### src/rtl/bridge_pkg.sv
package bridge_pkg;

    localparam int BYTE_W = 8;
    localparam int WORD_W = 2 * BYTE_W;

    typedef enum logic [2:0] {
        S_IDLE,
        S_W_SETUP,
        S_W_PULSE,
        S_W_HOLD,
        S_R_WAIT
    } seq_state_e;

endpackage

### src/rtl/bridge_page_reg.sv
module bridge_page_reg #(
    parameter int PAGE_W = 6
) (
    input  logic              clk,
    input  logic              rst_n,
    input  logic              load_i,
    input  logic [PAGE_W-1:0] data_i,
    output logic [PAGE_W-1:0] page_o
);

    always_ff @(posedge clk or negedge rst_n) begin
        if (!rst_n) begin
            page_o <= '0;
        end else if (load_i) begin
            page_o <= data_i;
        end
    end

endmodule

### src/rtl/bridge_addr_map.sv
module bridge_addr_map #(
    parameter int CPU_AW    = 14,
    parameter int PAGE_W    = 6,
    parameter int CHIP_BITS = 1,
    localparam int WA       = PAGE_W + CPU_AW - 1 - CHIP_BITS
) (
    input  logic [PAGE_W-1:0]    page_i,
    input  logic [CPU_AW-1:0]    cpu_addr_i,
    output logic [WA-1:0]        word_o,
    output logic [CHIP_BITS-1:0] chip_o,
    output logic                 lane_o
);

    always_comb begin
        lane_o = cpu_addr_i[0];
        chip_o = cpu_addr_i[CHIP_BITS:1];
        word_o = {page_i, cpu_addr_i[CPU_AW-1:CHIP_BITS+1]};
    end

endmodule

### src/rtl/bridge_seq.sv
module bridge_seq
    import bridge_pkg::*;
#(
    parameter int RD_WAIT   = 3,
    parameter int WE_CYCLES = 2
) (
    input  logic clk,
    input  logic rst_n,
    input  logic wr_req_i,
    input  logic rd_req_i,
    output logic launch_o,
    output logic busy_o,
    output logic ce_act_o,
    output logic we_act_o,
    output logic oe_act_o,
    output logic drive_o,
    output logic capture_o,
    output logic done_o
);

    localparam int MAXC  = (RD_WAIT > WE_CYCLES) ? RD_WAIT : WE_CYCLES;
    localparam int CNT_W = $clog2(MAXC + 1);

    seq_state_e       state_q, state_d;
    logic [CNT_W-1:0] cnt_q, cnt_d;
    logic             we_last, rd_last;

    assign we_last = (cnt_q == CNT_W'(WE_CYCLES - 1));
    assign rd_last = (cnt_q == CNT_W'(RD_WAIT - 1));

    // state register
    always_ff @(posedge clk or negedge rst_n) begin
        if (!rst_n) begin
            state_q <= S_IDLE;
            cnt_q   <= '0;
            done_o  <= 1'b0;
        end else begin
            state_q <= state_d;
            cnt_q   <= cnt_d;
            done_o  <= (state_q == S_W_HOLD) || ((state_q == S_R_WAIT) && rd_last);
        end
    end

    // transitions
    always_comb begin
        state_d = state_q;
        cnt_d   = cnt_q;
        unique case (state_q)
            S_IDLE: begin
                cnt_d = '0;
                if (wr_req_i) begin
                    state_d = S_W_SETUP;
                end else if (rd_req_i) begin
                    state_d = S_R_WAIT;
                end
            end
            S_W_SETUP: begin
                cnt_d   = '0;
                state_d = S_W_PULSE;
            end
            S_W_PULSE: begin
                if (we_last) begin
                    cnt_d   = '0;
                    state_d = S_W_HOLD;
                end else begin
                    cnt_d = cnt_q + 1'b1;
                end
            end
            S_W_HOLD: begin
                state_d = S_IDLE;
            end
            S_R_WAIT: begin
                if (rd_last) begin
                    cnt_d   = '0;
                    state_d = S_IDLE;
                end else begin
                    cnt_d = cnt_q + 1'b1;
                end
            end
            default: begin
                state_d = S_IDLE;
            end
        endcase
    end

    // outputs
    always_comb begin
        launch_o  = 1'b0;
        busy_o    = 1'b1;
        ce_act_o  = 1'b1;
        we_act_o  = 1'b0;
        oe_act_o  = 1'b0;
        drive_o   = 1'b0;
        capture_o = 1'b0;
        unique case (state_q)
            S_IDLE: begin
                busy_o   = 1'b0;
                ce_act_o = 1'b0;
                launch_o = wr_req_i | rd_req_i;
            end
            S_W_SETUP: begin
                drive_o = 1'b1;
            end
            S_W_PULSE: begin
                drive_o  = 1'b1;
                we_act_o = 1'b1;
            end
            S_W_HOLD: begin
                drive_o = 1'b1;
            end
            S_R_WAIT: begin
                oe_act_o  = 1'b1;
                capture_o = rd_last;
            end
            default: begin
                busy_o   = 1'b0;
                ce_act_o = 1'b0;
            end
        endcase
    end

endmodule

### src/rtl/bridge_lane_mux.sv
module bridge_lane_mux
    import bridge_pkg::*;
#(
    parameter int CHIP_BITS = 1,
    parameter int CHIP_IDX  = 0
) (
    input  logic [CHIP_BITS-1:0] chip_i,
    input  logic                 lane_i,
    input  logic                 ce_act_i,
    input  logic                 we_act_i,
    input  logic                 oe_act_i,
    input  logic                 drive_i,
    input  logic [BYTE_W-1:0]    wdata_i,
    output logic                 ce_n_o,
    output logic                 we_n_o,
    output logic                 oe_n_o,
    output logic                 ub_n_o,
    output logic                 lb_n_o,
    output logic [WORD_W-1:0]    dq_o,
    output logic [1:0]           dq_oe_o
);

    logic mine;

    always_comb begin
        mine    = ce_act_i && (chip_i == CHIP_BITS'(CHIP_IDX));
        ce_n_o  = !mine;
        we_n_o  = !(mine && we_act_i);
        oe_n_o  = !(mine && oe_act_i);
        ub_n_o  = !(mine && lane_i);
        lb_n_o  = !(mine && !lane_i);
        dq_o    = {wdata_i, wdata_i};
        dq_oe_o = 2'b00;
        if (mine && drive_i) begin
            dq_oe_o = lane_i ? 2'b10 : 2'b01;
        end
    end

endmodule

### src/rtl/sram_page_bridge.sv
module sram_page_bridge
    import bridge_pkg::*;
#(
    parameter int CPU_AW    = 14,
    parameter int PAGE_W    = 6,
    parameter int NCHIP     = 2,
    parameter int RD_WAIT   = 3,
    parameter int WE_CYCLES = 2,
    localparam int CHIP_BITS = $clog2(NCHIP),
    localparam int WA        = PAGE_W + CPU_AW - 1 - CHIP_BITS
) (
    input  logic                         clk,
    input  logic                         rst_n,
    input  logic [CPU_AW-1:0]            cpu_addr,
    input  logic [BYTE_W-1:0]            cpu_wdata,
    input  logic                         cpu_wr,
    input  logic                         cpu_rd,
    input  logic                         page_wr,
    input  logic [PAGE_W-1:0]            page_wdata,
    output logic [BYTE_W-1:0]            cpu_rdata,
    output logic                         cpu_busy,
    output logic                         cpu_done,
    output logic [WA-1:0]                sram_addr,
    output logic [NCHIP-1:0]             sram_ce_n,
    output logic [NCHIP-1:0]             sram_we_n,
    output logic [NCHIP-1:0]             sram_oe_n,
    output logic [NCHIP-1:0]             sram_ub_n,
    output logic [NCHIP-1:0]             sram_lb_n,
    output logic [NCHIP-1:0][WORD_W-1:0] sram_dq_o,
    output logic [NCHIP-1:0][1:0]        sram_dq_oe,
    input  logic [NCHIP-1:0][WORD_W-1:0] sram_dq_i
);

    logic [PAGE_W-1:0]    page_q;
    logic [WA-1:0]        map_word;
    logic [CHIP_BITS-1:0] map_chip;
    logic                 map_lane;

    logic launch, ce_act, we_act, oe_act, drive, capture;

    logic [WA-1:0]        addr_q;
    logic [CHIP_BITS-1:0] chip_q;
    logic                 lane_q;
    logic [BYTE_W-1:0]    wdata_q;
    logic [BYTE_W-1:0]    rdata_q;

    bridge_page_reg #(.PAGE_W(PAGE_W)) u_page (
        .clk    (clk),
        .rst_n  (rst_n),
        .load_i (page_wr),
        .data_i (page_wdata),
        .page_o (page_q)
    );

    bridge_addr_map #(
        .CPU_AW    (CPU_AW),
        .PAGE_W    (PAGE_W),
        .CHIP_BITS (CHIP_BITS)
    ) u_map (
        .page_i     (page_q),
        .cpu_addr_i (cpu_addr),
        .word_o     (map_word),
        .chip_o     (map_chip),
        .lane_o     (map_lane)
    );

    bridge_seq #(
        .RD_WAIT   (RD_WAIT),
        .WE_CYCLES (WE_CYCLES)
    ) u_seq (
        .clk       (clk),
        .rst_n     (rst_n),
        .wr_req_i  (cpu_wr),
        .rd_req_i  (cpu_rd),
        .launch_o  (launch),
        .busy_o    (cpu_busy),
        .ce_act_o  (ce_act),
        .we_act_o  (we_act),
        .oe_act_o  (oe_act),
        .drive_o   (drive),
        .capture_o (capture),
        .done_o    (cpu_done)
    );

    // access latch and read capture
    always_ff @(posedge clk or negedge rst_n) begin
        if (!rst_n) begin
            addr_q  <= '0;
            chip_q  <= '0;
            lane_q  <= 1'b0;
            wdata_q <= '0;
            rdata_q <= '0;
        end else begin
            if (launch) begin
                addr_q  <= map_word;
                chip_q  <= map_chip;
                lane_q  <= map_lane;
                wdata_q <= cpu_wdata;
            end
            if (capture) begin
                rdata_q <= lane_q ? sram_dq_i[chip_q][WORD_W-1:BYTE_W]
                                  : sram_dq_i[chip_q][BYTE_W-1:0];
            end
        end
    end

    assign sram_addr = addr_q;
    assign cpu_rdata = rdata_q;

    for (genvar c = 0; c < NCHIP; c++) begin : g_chip
        bridge_lane_mux #(
            .CHIP_BITS (CHIP_BITS),
            .CHIP_IDX  (c)
        ) u_lane (
            .chip_i   (chip_q),
            .lane_i   (lane_q),
            .ce_act_i (ce_act),
            .we_act_i (we_act),
            .oe_act_i (oe_act),
            .drive_i  (drive),
            .wdata_i  (wdata_q),
            .ce_n_o   (sram_ce_n[c]),
            .we_n_o   (sram_we_n[c]),
            .oe_n_o   (sram_oe_n[c]),
            .ub_n_o   (sram_ub_n[c]),
            .lb_n_o   (sram_lb_n[c]),
            .dq_o     (sram_dq_o[c]),
            .dq_oe_o  (sram_dq_oe[c])
        );
    end

endmodule

### config.mk
export PLATFORM = sky130hd
export DESIGN_NAME = sram_page_bridge
export DESIGN_NICKNAME = d
export VERILOG_FILES = /design/src/rtl/bridge_pkg.sv /design/src/rtl/bridge_page_reg.sv /design/src/rtl/bridge_addr_map.sv /design/src/rtl/bridge_seq.sv /design/src/rtl/bridge_lane_mux.sv /design/src/rtl/sram_page_bridge.sv
export SDC_FILE = /design/constraint.sdc
export NUM_CORES = 1
export LEC_CHECK = 0
export BUFFER_PORTS_ARGS = -buffer_cell sky130_fd_sc_hd__buf_2
export CORE_UTILIZATION = 40
export CTS_BUF_LIST = sky130_fd_sc_hd__clkbuf_8
export CTS_CLUSTER_DIAMETER = 200
export DETAILED_ROUTE_END_ITERATION = 7
export MAX_ROUTING_LAYER = met4
export PLACE_DENSITY = 0.74
export SKIP_LAST_GASP = 1
export SLEW_MARGIN = 20
export SYNTH_ARGS = -nofsm -noshare
export SYNTH_HDL_FRONTEND = slang
export SYNTH_SLANG_ARGS = --single-unit
### constraint.sdc
create_clock -name clk -period 1.65 [get_ports clk]
set_input_delay 0.0825 -clock clk [delete_from_list [all_inputs] [get_ports clk]]
set_output_delay 0.0825 -clock clk [all_outputs]
set_load 0.02 [all_outputs]
==> run metrics <==
antenna viol nets, final=0; H-tree Lvls=2; RSZ-0062 raised after global routing=true; # nets final=371; met2 usage=26.1%; largest net degree at the start of global routing=49; ys flop type=dfrtp_1; Critical Path Source Type=flip-flop; cell taking the most area after synthesis=dfrtp_1; top post-synthesis cells by area=dfrtp_1, mux2_4, buf_4; period utilization=103%; I/O Pins=139; worst path cell trace=buf_6 > o21a_1 > or3_4 > or2_1 > buf_6; leak pwr=1.73 nW; Place WS=-0.517 ps; final number of setup-violating endpoints=2; failing checks=negative setup slack; IR drop worst, VDD=1.18 mV; adder-cell area share of the yosys netlist=0%; Final WS setup=-55.4 ps; port buffer count=138; met3 Use GR=3.85%; worst r2r path cells=5; final hold vios=0; crit path max-delay cell type=dfrtp_1; Synth Warn #=0; Synth top cells by count=dfrtp_1, buf_4, mux2_2; Final min period=1710 ps; delay-heaviest family, CP=simple AND/OR/NAND/NOR gates; die height=82.7 um; sw frac=42.1%; CTS root buf=clkbuf_8; WHS=19.9 ps; Die W=82.7 um; Reg2Reg Capture Point=wdata_q[0]; dpl hpwl=3700 um; CP Depth=5; sequential area share after synthesis=46.1%; Combinational Power Share=61.5%; total power after layout=7.46 mW; clock-pin slew on the worst setup and hold paths=90 ps; Post-Layout Cell Count=384; Final Skew=4.13 ps; CP dominant cell by count=buf_6; Post-Synth Simple-Gate Area=8.45%; Seq pwr share=27.7%; WP buf/inv=2; Seq cells post-synth=48; area share of the largest cell type after synthesis=46.1%; first-pass iteration count of the detailed router=4; CP startpoint=u_seq.state_q[2]; max incr delay on CP=390 ps; grt ovf=0; first-pass GRT wire length=7310 um; Total Routed Length=5290 um; Antenna diodes=0; Clock Sinks=48; Synth Area in Compound Gates=2.11%; largest family of logic cells by synthesized area=multiplexers; fraction of layout cells with a size suffix above 1=72.0%; Tot GR Track Use=14.6%; Core Region=6310 um^2; outcome=complete, but fails checks; Synth Area in XOR/XNOR=0.336%; post-synthesis cell count=188; 1st-iter DRT viols=39; WL/cell=13.8 um; Critical Path End Type=primary output; DRC Markers=0; Worst Hold Class=input port to flip-flop; Power per Cell Area=2200 nW/um^2; Yosys cell types=35; most frequent cell after synthesis=dfrtp_1; num rows=29; Max Clock Freq=586 MHz; clock network power share=10.8%; RR Startpoint=u_seq.state_q[2]; Psw=3.14 mW; Worst EP arrival=1620 ps; routability congestion estimate=0.794; CTS Buf Count=5; GRT Max-Usage Layer=met2; Tightest Pin Transition=605 ps; Slew HR=59.7%; number of flops mapped to enable cells by yosys=0; area delta synth->final=30.2%; crit path to=sram_lb_n[0]; Vias per Instance=4.78; Clock Path Buffers=2; mean post-synth cell area=13.9 um^2; mapped cell area=2610 um^2; WS Path Type=flip-flop to primary output; CTS tree=done; R2R Setup Slk=0 ps; mux contribution to synthesized area=28.6%; ys async rst share=100%; Pint=4.32 mW; met1 Usage GRT=16.1%; Inst Count DP=364; Syn Nets=253; Final Cell Area=3390 um^2; Initial Util=41.3%; die area=6840 um^2; Worst Path Required=1570 ps; vias in the first global route=1630; critical-path maximum fanout=2; initial antenna violation count=0; later-pin clock latency in the skew report=290 ps; Placed Area=3090 um^2; detailed-route via count=1836; Max-cap violations=0; Max Slew Vio Count=0
-- per-layer routing --
metal	up-vias	part of all wire, %
met1	897	42
met3	2	6.7
met2	78	51
met4	0	0.51
met5	-	0
li1	859	-
-- power groups by stage --
stage	combinational, mW	clock (mW)	sequential [mW]
floorplan	3.18	0	2.54
global placement	4.10	0	2.09
detailed placement	4.16	0	2.11
CTS	4.32	0.843	2.07
global route	4.91	0.881	2.17
finish	4.59	0.807	2.07
-- cell families after synthesis --
group                  Yosys count
flip-flops                      48
AND/OR/NAND/NOR                 32
multiplexers                    51
XOR/XNOR                         1
buffers and inverters           47
AO/OA/AOI/OAI                    9
-- final cells by class --
cell class | count | area (um^2)
inverter | 1 | 3.75
multi-input combinational | 93 | 1070
tap | 77 | 96.3
timing repair buffer | 157 | 910
clock inverter | 3 | 38.8
sequential | 48 | 1200
fill | 564 | 2920
clock buffer | 5 | 68.8
-- worst register-to-register path: stages (launching register included) --
cell and delay, ps:
dfrtp_1 390, buf_4 150, nor3_4 260, o21a_4 250, clkbuf_16 190, mux2_4 300
-- worst min-delay path by stage --
stage,startpoint,to,depth (start not counted)
floorplan,rst_n,chip_q,0
global placement,rst_n,cpu_rdata[2],2
detailed placement,rst_n,cpu_rdata[2],2
CTS,page_wdata[4],u_page.page_o[4],2
global route,cpu_wdata[0],wdata_q[0],2
finish,page_wdata[4],u_page.page_o[4],2
-- layout by cell type, fill, tap and decap left out, types with 2 or more instances in the layout --
| master | n |
|---|---|
| clkbuf_16 | 2 |
| buf_6 | 5 |
| mux2_2 | 22 |
| buf_2 | 136 |
| inv_1 | 2 |
| nand3b_1 | 3 |
| clkbuf_8 | 5 |
| buf_4 | 11 |
| dfrtp_1 | 46 |
| nand2_1 | 5 |
| dfrtp_2 | 2 |
| mux4_2 | 6 |
| o21ai_0 | 3 |
| a21oi_1 | 2 |
| nor2_1 | 4 |
| nor2b_1 | 2 |
| nand3_1 | 3 |
| or3_4 | 2 |
| dlygate4sd3_1 | 2 |
| mux4_1 | 2 |
| mux2_4 | 20 |
-- sequential cells by signal, summed over array words and instances (netlist names) --
name           count
u_seq.state_q      3
u_seq.cnt_q        2
lane_q             1
sram_addr         18
u_seq.done_o       1
chip_q             1
wdata_q            8
cpu_rdata          8
u_page.page_o      6
-- per-stage QoR --
stage               utilization, %  TNS [ps]
finish                        53.7     -56.6
global route                  53.7      -994
detailed placement            48.9    -0.517
global placement              48.9         0
floorplan                        -         0
CTS                           51.8      -391
-- timing repair --
| action | CTS | global route |
|---|---|---|
| gates cloned | 0 | 3 |
| setup endpoints to repair | 10 | 40 |
| resized for setup | 6 | 9 |
| buffers inserted | 6 | 1 |
| hold buffers | 1 | 1 |
| pin swaps | 0 | 0 |
| endpoints found under the hold margin | 48 | 1 |
Power figures use the tool's default switching activity.
